$ cat config.mk
export PLATFORM = sky130hd
export DESIGN_NAME = isa_irq_mask_unit
export DESIGN_NICKNAME = d
export VERILOG_FILES = /design/src/rtl/isa_irq_pkg.sv /design/src/rtl/isa_irq_ctrl.sv /design/src/rtl/isa_irq_datapath.sv /design/src/rtl/isa_irq_mask_unit.sv
export SDC_FILE = /design/constraint.sdc
export NUM_CORES = 1
export LEC_CHECK = 0
export ABC_CLOCK_PERIOD_IN_PS = 1250
export CELL_PAD_IN_SITES_DETAIL_PLACEMENT = 0
export CELL_PAD_IN_SITES_GLOBAL_PLACEMENT = 1
export CORE_MARGIN = 8
export CORE_UTILIZATION = 30
export CTS_BUF_LIST = sky130_fd_sc_hd__clkbuf_4 sky130_fd_sc_hd__clkbuf_8 sky130_fd_sc_hd__clkbuf_16
export DETAILED_ROUTE_END_ITERATION = 7
export HOLD_SLACK_MARGIN = 0.05
export PLACE_DENSITY = 0.83
export SYNTH_ARGS = -nofsm -noshare
export SYNTH_HDL_FRONTEND = slang
export SYNTH_SLANG_ARGS = --single-unit
$ cat constraint.sdc
create_clock -name clk -period 1.25 [get_ports clk]
set_input_delay 0.125 -clock clk [delete_from_list [all_inputs] [get_ports clk]]
set_output_delay 0.125 -clock clk [all_outputs]
set_load 0.02 [all_outputs]
$ cat src/rtl/isa_irq_pkg.sv
package isa_irq_pkg;
  localparam int PORT_CNT = 2;
  localparam int PORT_W   = 8;

  typedef struct packed {
    logic [PORT_CNT-1:0] clrPort;
    logic [PORT_CNT-1:0] mskPort;
    logic                rdMask;
    logic                rdVec;
  } strobe_t;
endpackage

$ cat src/rtl/isa_irq_ctrl.sv
module isa_irq_ctrl
  import isa_irq_pkg::*;
#(
  parameter int SEL_W = 2
) (
  input  logic             busWr,
  input  logic [SEL_W-1:0] busSel,
  input  logic             busOff,
  output strobe_t          strobes
);
  logic [PORT_CNT-1:0] hitPort;

  for (genvar p = 0; p < PORT_CNT; p++) begin : g_port
    assign hitPort[p]            = (busSel == SEL_W'(p));
    assign strobes.clrPort[p]    = busWr && hitPort[p] && !busOff;
    assign strobes.mskPort[p]    = busWr && hitPort[p] && busOff;
  end

  assign strobes.rdMask = (|hitPort) && busOff;
  assign strobes.rdVec  = (busSel == SEL_W'(PORT_CNT));
endmodule

$ cat src/rtl/isa_irq_datapath.sv
module isa_irq_datapath
  import isa_irq_pkg::*;
#(
  parameter int VEC_W = 32,
  localparam int NUM_LINES = PORT_CNT * PORT_W,
  localparam int IDX_W = $clog2(NUM_LINES)
) (
  input  logic                 clk,
  input  logic                 rstN,
  input  logic [NUM_LINES-1:0] reqIn,
  input  logic [PORT_W-1:0]    busWrData,
  input  strobe_t              strobes,
  output logic [VEC_W-1:0]     busRdData,
  output logic                 cpuIrq,
  output logic [NUM_LINES-1:0] pendingQ,
  output logic [NUM_LINES-1:0] enableQ,
  output logic [NUM_LINES-1:0] reqPrevQ,
  output logic [IDX_W-1:0]     vecIdx
);
  logic [NUM_LINES-1:0] riseVec;
  logic [NUM_LINES-1:0] clrMask;
  logic [NUM_LINES-1:0] enableD;
  logic [NUM_LINES-1:0] activeVec;

  assign riseVec = reqIn & ~reqPrevQ;

  for (genvar p = 0; p < PORT_CNT; p++) begin : g_byte
    assign clrMask[p*PORT_W +: PORT_W] = {PORT_W{strobes.clrPort[p]}};
    assign enableD[p*PORT_W +: PORT_W] = strobes.mskPort[p] ? ~busWrData
                                                            : enableQ[p*PORT_W +: PORT_W];
  end

  always_ff @(posedge clk) begin
    if (!rstN) begin
      reqPrevQ <= '0;
      pendingQ <= '0;
      enableQ  <= '1;
    end else begin
      reqPrevQ <= reqIn;
      pendingQ <= ((pendingQ & ~clrMask) | riseVec) & reqIn;
      enableQ  <= enableD;
    end
  end

  assign activeVec = pendingQ & enableQ;
  assign cpuIrq    = |activeVec;

  always_comb begin
    vecIdx = '0;
    for (int i = NUM_LINES - 1; i >= 0; i--) begin
      if (activeVec[i]) vecIdx = IDX_W'(i);
    end
  end

  always_comb begin
    busRdData = '0;
    if (strobes.rdVec)       busRdData = VEC_W'(vecIdx);
    else if (strobes.rdMask) busRdData = VEC_W'(enableQ);
  end
endmodule

$ cat src/rtl/isa_irq_mask_unit.sv
module isa_irq_mask_unit
  import isa_irq_pkg::*;
#(
  parameter int VEC_W = 32,
  localparam int NUM_LINES = PORT_CNT * PORT_W,
  localparam int SEL_W = $clog2(PORT_CNT + 1),
  localparam int IDX_W = $clog2(NUM_LINES)
) (
  input  logic                 clk,
  input  logic                 rstN,
  input  logic [NUM_LINES-1:0] reqIn,
  input  logic                 busWr,
  input  logic [SEL_W-1:0]     busSel,
  input  logic                 busOff,
  input  logic [PORT_W-1:0]    busWrData,
  output logic [VEC_W-1:0]     busRdData,
  output logic                 cpuIrq
);
  strobe_t              strobes;
  logic [NUM_LINES-1:0] pendingQ;
  logic [NUM_LINES-1:0] enableQ;
  logic [NUM_LINES-1:0] reqPrevQ;
  logic [IDX_W-1:0]     vecIdx;

  isa_irq_ctrl #(.SEL_W(SEL_W)) i_ctrl (
    .busWr   (busWr),
    .busSel  (busSel),
    .busOff  (busOff),
    .strobes (strobes)
  );

  isa_irq_datapath #(.VEC_W(VEC_W)) i_dp (
    .clk       (clk),
    .rstN      (rstN),
    .reqIn     (reqIn),
    .busWrData (busWrData),
    .strobes   (strobes),
    .busRdData (busRdData),
    .cpuIrq    (cpuIrq),
    .pendingQ  (pendingQ),
    .enableQ   (enableQ),
    .reqPrevQ  (reqPrevQ),
    .vecIdx    (vecIdx)
  );
endmodule

After elaboration in Yosys (flattened, before gate mapping) --
Cells that the tools add are included.
Storage, ports and cells: input port bits 30, register bits after elaboration 48, word-level logic and storage cells 43, output and inout port bits 33
Cells by class: bitwise operators 8, equal/unequal tests 2, reduce and logical (&&, ||, !) cells 11, multiplexer cells 18
Operators by type and width (number):
- 16-bit bitwise AND | 4
- 4-bit two-way mux | 16
- 32-bit two-way mux | 1
- 16-bit inverter | 2
- 16-bit two-way mux | 1
- 16-bit bitwise OR | 1
- 16-bit OR reduction | 1
- 8-bit inverter | 1
- 1-bit logical AND | 7
- 2-bit by 1-bit equality test with 1-bit output (second input constant) | 1
- 2-bit equality test (second input constant) | 1
- 2-bit zero test | 1
- 2-bit OR reduction | 1
- 1-bit zero test | 1

Depth between registers and ports, before layout --
depth after elaboration 18, mapped depth 6, depth with buffers taken out 4

Cells and area by module --
From an unflattened synthesis, not the netlist that was laid out.
Second synthesis, totals: cells, all modules 238, area, all modules 2132.0 µm²
Modules (own cells, without submodules):
- isa_irq_datapath | cells an instance 232, seq. area each 960.9 µm², instances 1, area each 2068.2 µm²
- isa_irq_ctrl | cells an instance 6, seq. area each 0.0 µm², instances 1, area each 63.8 µm²

Worst setup path after synthesis --
No wires, ideal clock.
path type flip-flop to output port, from register i_dp.enableQ[5], to output busRdData[0], stages on the path, launching flop included 5, slack -0.096 ns, data required time 1.125 ns, arrival 1.221 ns, path buffers 0, cell sequence dfxtp_1 > nand2_1 > a32o_1 > a221o_1 > o221ai_2
On the way: longest elaborated chain between the ends 8
RTL lines:
- start, declared | RTL line isa_irq_datapath.sv:16 | output logic [NUM_LINES-1:0] enableQ,
- start signal, assigned | RTL line isa_irq_datapath.sv:41 | enableQ <= enableD;
- 16-bit bitwise AND | RTL line isa_irq_datapath.sv:45 | assign activeVec = pendingQ & enableQ;
- 4-bit two-way mux (6 in series) | RTL line isa_irq_datapath.sv:51 | if (activeVec[i]) vecIdx = IDX_W'(i);
- 32-bit two-way mux | RTL line isa_irq_datapath.sv:57 | if (strobes.rdVec) busRdData = VEC_W'(vecIdx);
- end, declared | RTL line isa_irq_mask_unit.sv:16 | output logic [VEC_W-1:0] busRdData,
Every way passes these cells.

Worst setup path after layout --
from register i_dp.pendingQ[7], to output busRdData[0]
On the way: longest elaborated chain between the ends 10
RTL lines:
- start, declared | RTL line isa_irq_datapath.sv:15 | output logic [NUM_LINES-1:0] pendingQ,
- start signal, assigned | RTL line isa_irq_datapath.sv:40 | pendingQ <= ((pendingQ & ~clrMask) | riseVec) & reqIn;
- 16-bit bitwise AND | RTL line isa_irq_datapath.sv:45
- 4-bit two-way mux (8 in series) | RTL line isa_irq_datapath.sv:51
- 32-bit two-way mux | RTL line isa_irq_datapath.sv:57
Every way passes these cells.

==> results.toml <==
[critical_path]
slowest_delay_ns = 0.39
cp-end-kind = "primary output"
required_ns = 1.12
crit_fanout = 3
crit_slowest_cell = "a222oi_1"
arrival_ns = 1.73
r2r_start = "i_dp.enableQ[3]$_SDFFE_PN1P_"
crit_family = "compound AO/OA/AOI/OAI gates"
cp-start-kind = "flip-flop"
path_class = "flip-flop to primary output"
crit_chain = "a222oi_1 -> o21ai_1 -> a31oi_1 -> buf_4 -> o221ai_4 -> buf_6"
critPathBufInv = 2
critPathLaunch = "i_dp.pendingQ[7]$_SDFF_PN0_"

[timing]
fmax_mhz = 540
final_max_slew_viol_count = 0
finalCriticalPeriod_ns = 1.85
rsz0062_at_grt = "yes"
setup_violations = 5
hold_viol = 0
whs_ns = 0.405
post-route-period-util = 1.48
fin_ws_ns = -0.602
fin_skew_ns = 0.00120

[route]
postRouteAntennaNets = 0
drtPass1Iterations = 4
routedWlPerCell_um = 13.6
drcViolationCount = 0
wirelength_um = 5160
dr_total_vias = 1735
drt_iter0_drc = 90
vias_per_cell = 4.59

[power_and_ir_drop]
pwr-share-comb = 0.207
swShare = 0.258
p_int_mw = 2.35
total_power_mw = 3.17
peakVddDrop_uv = 563
pwr-share-seq = 0.519
p_per_area_mw_per_mm2 = 1090
switchingPower_mw = 0.818
p_leak_nw = 1.30
p_clk_frac = 0.275

[finish]
antennaDiodeCount = 0
drive_above_1_share = 0.299
design_area_mm2 = 0.00290
final_nets = 331
area_delta_synth_final_pct = 46.0
ff_latch_area_um2 = 973
fillCellCount = 657
final_core_util = 0.455
multi_input_area_um2 = 997

[yosys]
netlist_instances = 218
synth_warnings = 0
synth.distinct_cells = 29
ys_seq_area_frac = 0.483
ys.flop_type = "dfxtp_1"
syn_area_mm2 = 0.00199
avgSynthCellArea_um2 = 9.13
synthArstFlopShare = 0
synth_edf_count = 0
yosys_register_bits = 48

[floorplanning]
die_h_um = 97.4
dieArea_mm2 = 0.00949
rows = 29
ios = 63
initial_core_util = 0.312
coreArea_mm2 = 0.00639
fp.dieW_um = 97.4

[cts]
clock_latency_ns = 0.29
cts_tree = "built"
cts_buffers = 5
cts.path.max_buffers = 2
clockRootBuffer = "clkbuf_8"
postCtsHoldBufs = 0
htreeDepth = 2
path_clk_slew_ns = 0.08
clock_sinks = 48

[job]
drv_cap = 0

[place]
post-dp-hpwl_um = 3980
dpl_worst_slack_ns = -0.978
place_congestion = 0.829
placed_area_mm2 = 0.00273
port-buffer-count = 46

[hold_path]
hold_start = "reqIn[15]"
hold_class = "input port to flip-flop"

[grt]
grt_pass1_vias = 1811
antenna_found_initial = 0
grt_max_degree = 26
grt_pass1_wl_um = 8670
grt_usage = 0.110
grt_overflow = 0

[status]
outcome = "finished with violations"
violations = "negative setup slack"
-- per-stage QoR --
step           TNS [ns]  instances
6_report          -2.58        378
5_1_grt           -3.00        378
4_1_cts           -2.54        377
3_5_place_dp     -16.21        365
3_3_place_gp     -16.20        365
2_1_floorplan   -0.0456        233
-- worst reg2reg max path, delay by kind of cell (launching register included) --
family / cells / cell delay, ns
buffers and inverters: 2 / 0.26
DFF: 1 / 0.32
and+or+nand+nor: 1 / 0.05
AOI/OAI and AO/OA: 1 / 0.08
-- synthesized netlist by cell type (2+ instances only) --
cell / instances / area share
dfxtp_1: 48 / 0.48
buf_4: 16 / 0.060
a32o_1: 3 / 0.015
nand3_1: 4 / 0.010
o21ai_0: 2 / 0.0050
a21boi_0: 16 / 0.060
nand2_1: 49 / 0.092
a22o_1: 3 / 0.013
clkbuf_1: 3 / 0.0057
a221o_1: 2 / 0.010
nor2b_1: 4 / 0.013
buf_2: 4 / 0.010
and2_1: 30 / 0.094
o211ai_1: 17 / 0.064
a21oi_1: 2 / 0.0050
nor2_1: 2 / 0.0038
-- registers in the layout, indices dropped and copies added (netlist names) --
name and flops:
i_dp.enableQ 16, i_dp.pendingQ 16, i_dp.reqPrevQ 16
-- layout by cell type, fill, tap and decap left out, types with 2 or more instances in the layout --
| master | netlist | final |
|---|---|---|
| buf_12 | 0 | 2 |
| conb_1 | 1 | 16 |
| buf_2 | 4 | 8 |
| a221o_1 | 2 | 2 |
| clkdlybuf4s50_1 | 0 | 27 |
| a21boi_0 | 16 | 16 |
| and2_1 | 30 | 26 |
| o211ai_1 | 17 | 17 |
| clkbuf_8 | 0 | 5 |
| nand3_1 | 4 | 4 |
| dfxtp_2 | 0 | 7 |
| dfxtp_1 | 48 | 40 |
| o21ai_1 | 0 | 2 |
| a32o_2 | 0 | 2 |
| nand2_2 | 0 | 2 |
| buf_4 | 16 | 31 |
| nand2_1 | 49 | 47 |
| a21oi_1 | 2 | 2 |
| a22o_1 | 3 | 3 |
| buf_6 | 0 | 14 |
| and2_4 | 0 | 4 |
| nor2b_2 | 0 | 2 |
-- kinds of logic after synthesis --
logic type,after synthesis,synth area share
other,1,0.00188
flip-flops,48,0.483
AO/OA/AOI/OAI,51,0.202
buffers and inverters,23,0.0761
AND/OR/NAND/NOR,95,0.237
-- timing repair --
item,CTS,global route
pin swaps,7,3
gates resized for setup,109,14
hold endpoints to repair,0,0
gates cloned,1,0
setup buffers,4,2
setup endpoints to repair,17,18
-- power by group through the flow --
stage	Combinational (mW)	Sequential, mW	Clock (mW)
2_1_floorplan	0.349	1.67	0
3_3_place_gp	0.613	1.68	0
3_5_place_dp	0.619	1.68	0
4_1_cts	0.652	1.65	0.902
5_1_grt	0.711	1.65	0.982
6_report	0.655	1.64	0.870
-- final timing paths --
path / cells past startpoint / slack, ns / to
max: 6 / -0.60 / busRdData[0]
min: 2 / 0.41 / i_dp.reqPrevQ[15]$_SDFF_PN0_
max reg2reg: 4 / 0.44 / i_dp.enableQ[3]$_SDFFE_PN1P_
min reg2reg: 1 / 0.41 / i_dp.pendingQ[7]$_SDFF_PN0_
-- metal layers --
layer | global-route usage | wire (um)
met5 | 0 | 0
met4 | 0.0280 | 25
met3 | 0.0462 | 317
met2 | 0.170 | 2390
met1 | 0.136 | 2430
-- area by class of cell --
cell class,instances,share of cell area
multi-input cells,162,0.343
flip-flops and latches,48,0.335
repair buffers,84,0.260
well taps,77,0.0332
clock buffers,6,0.0263
clock inverters,1,0.00172
Power figures use the tool's default switching activity.
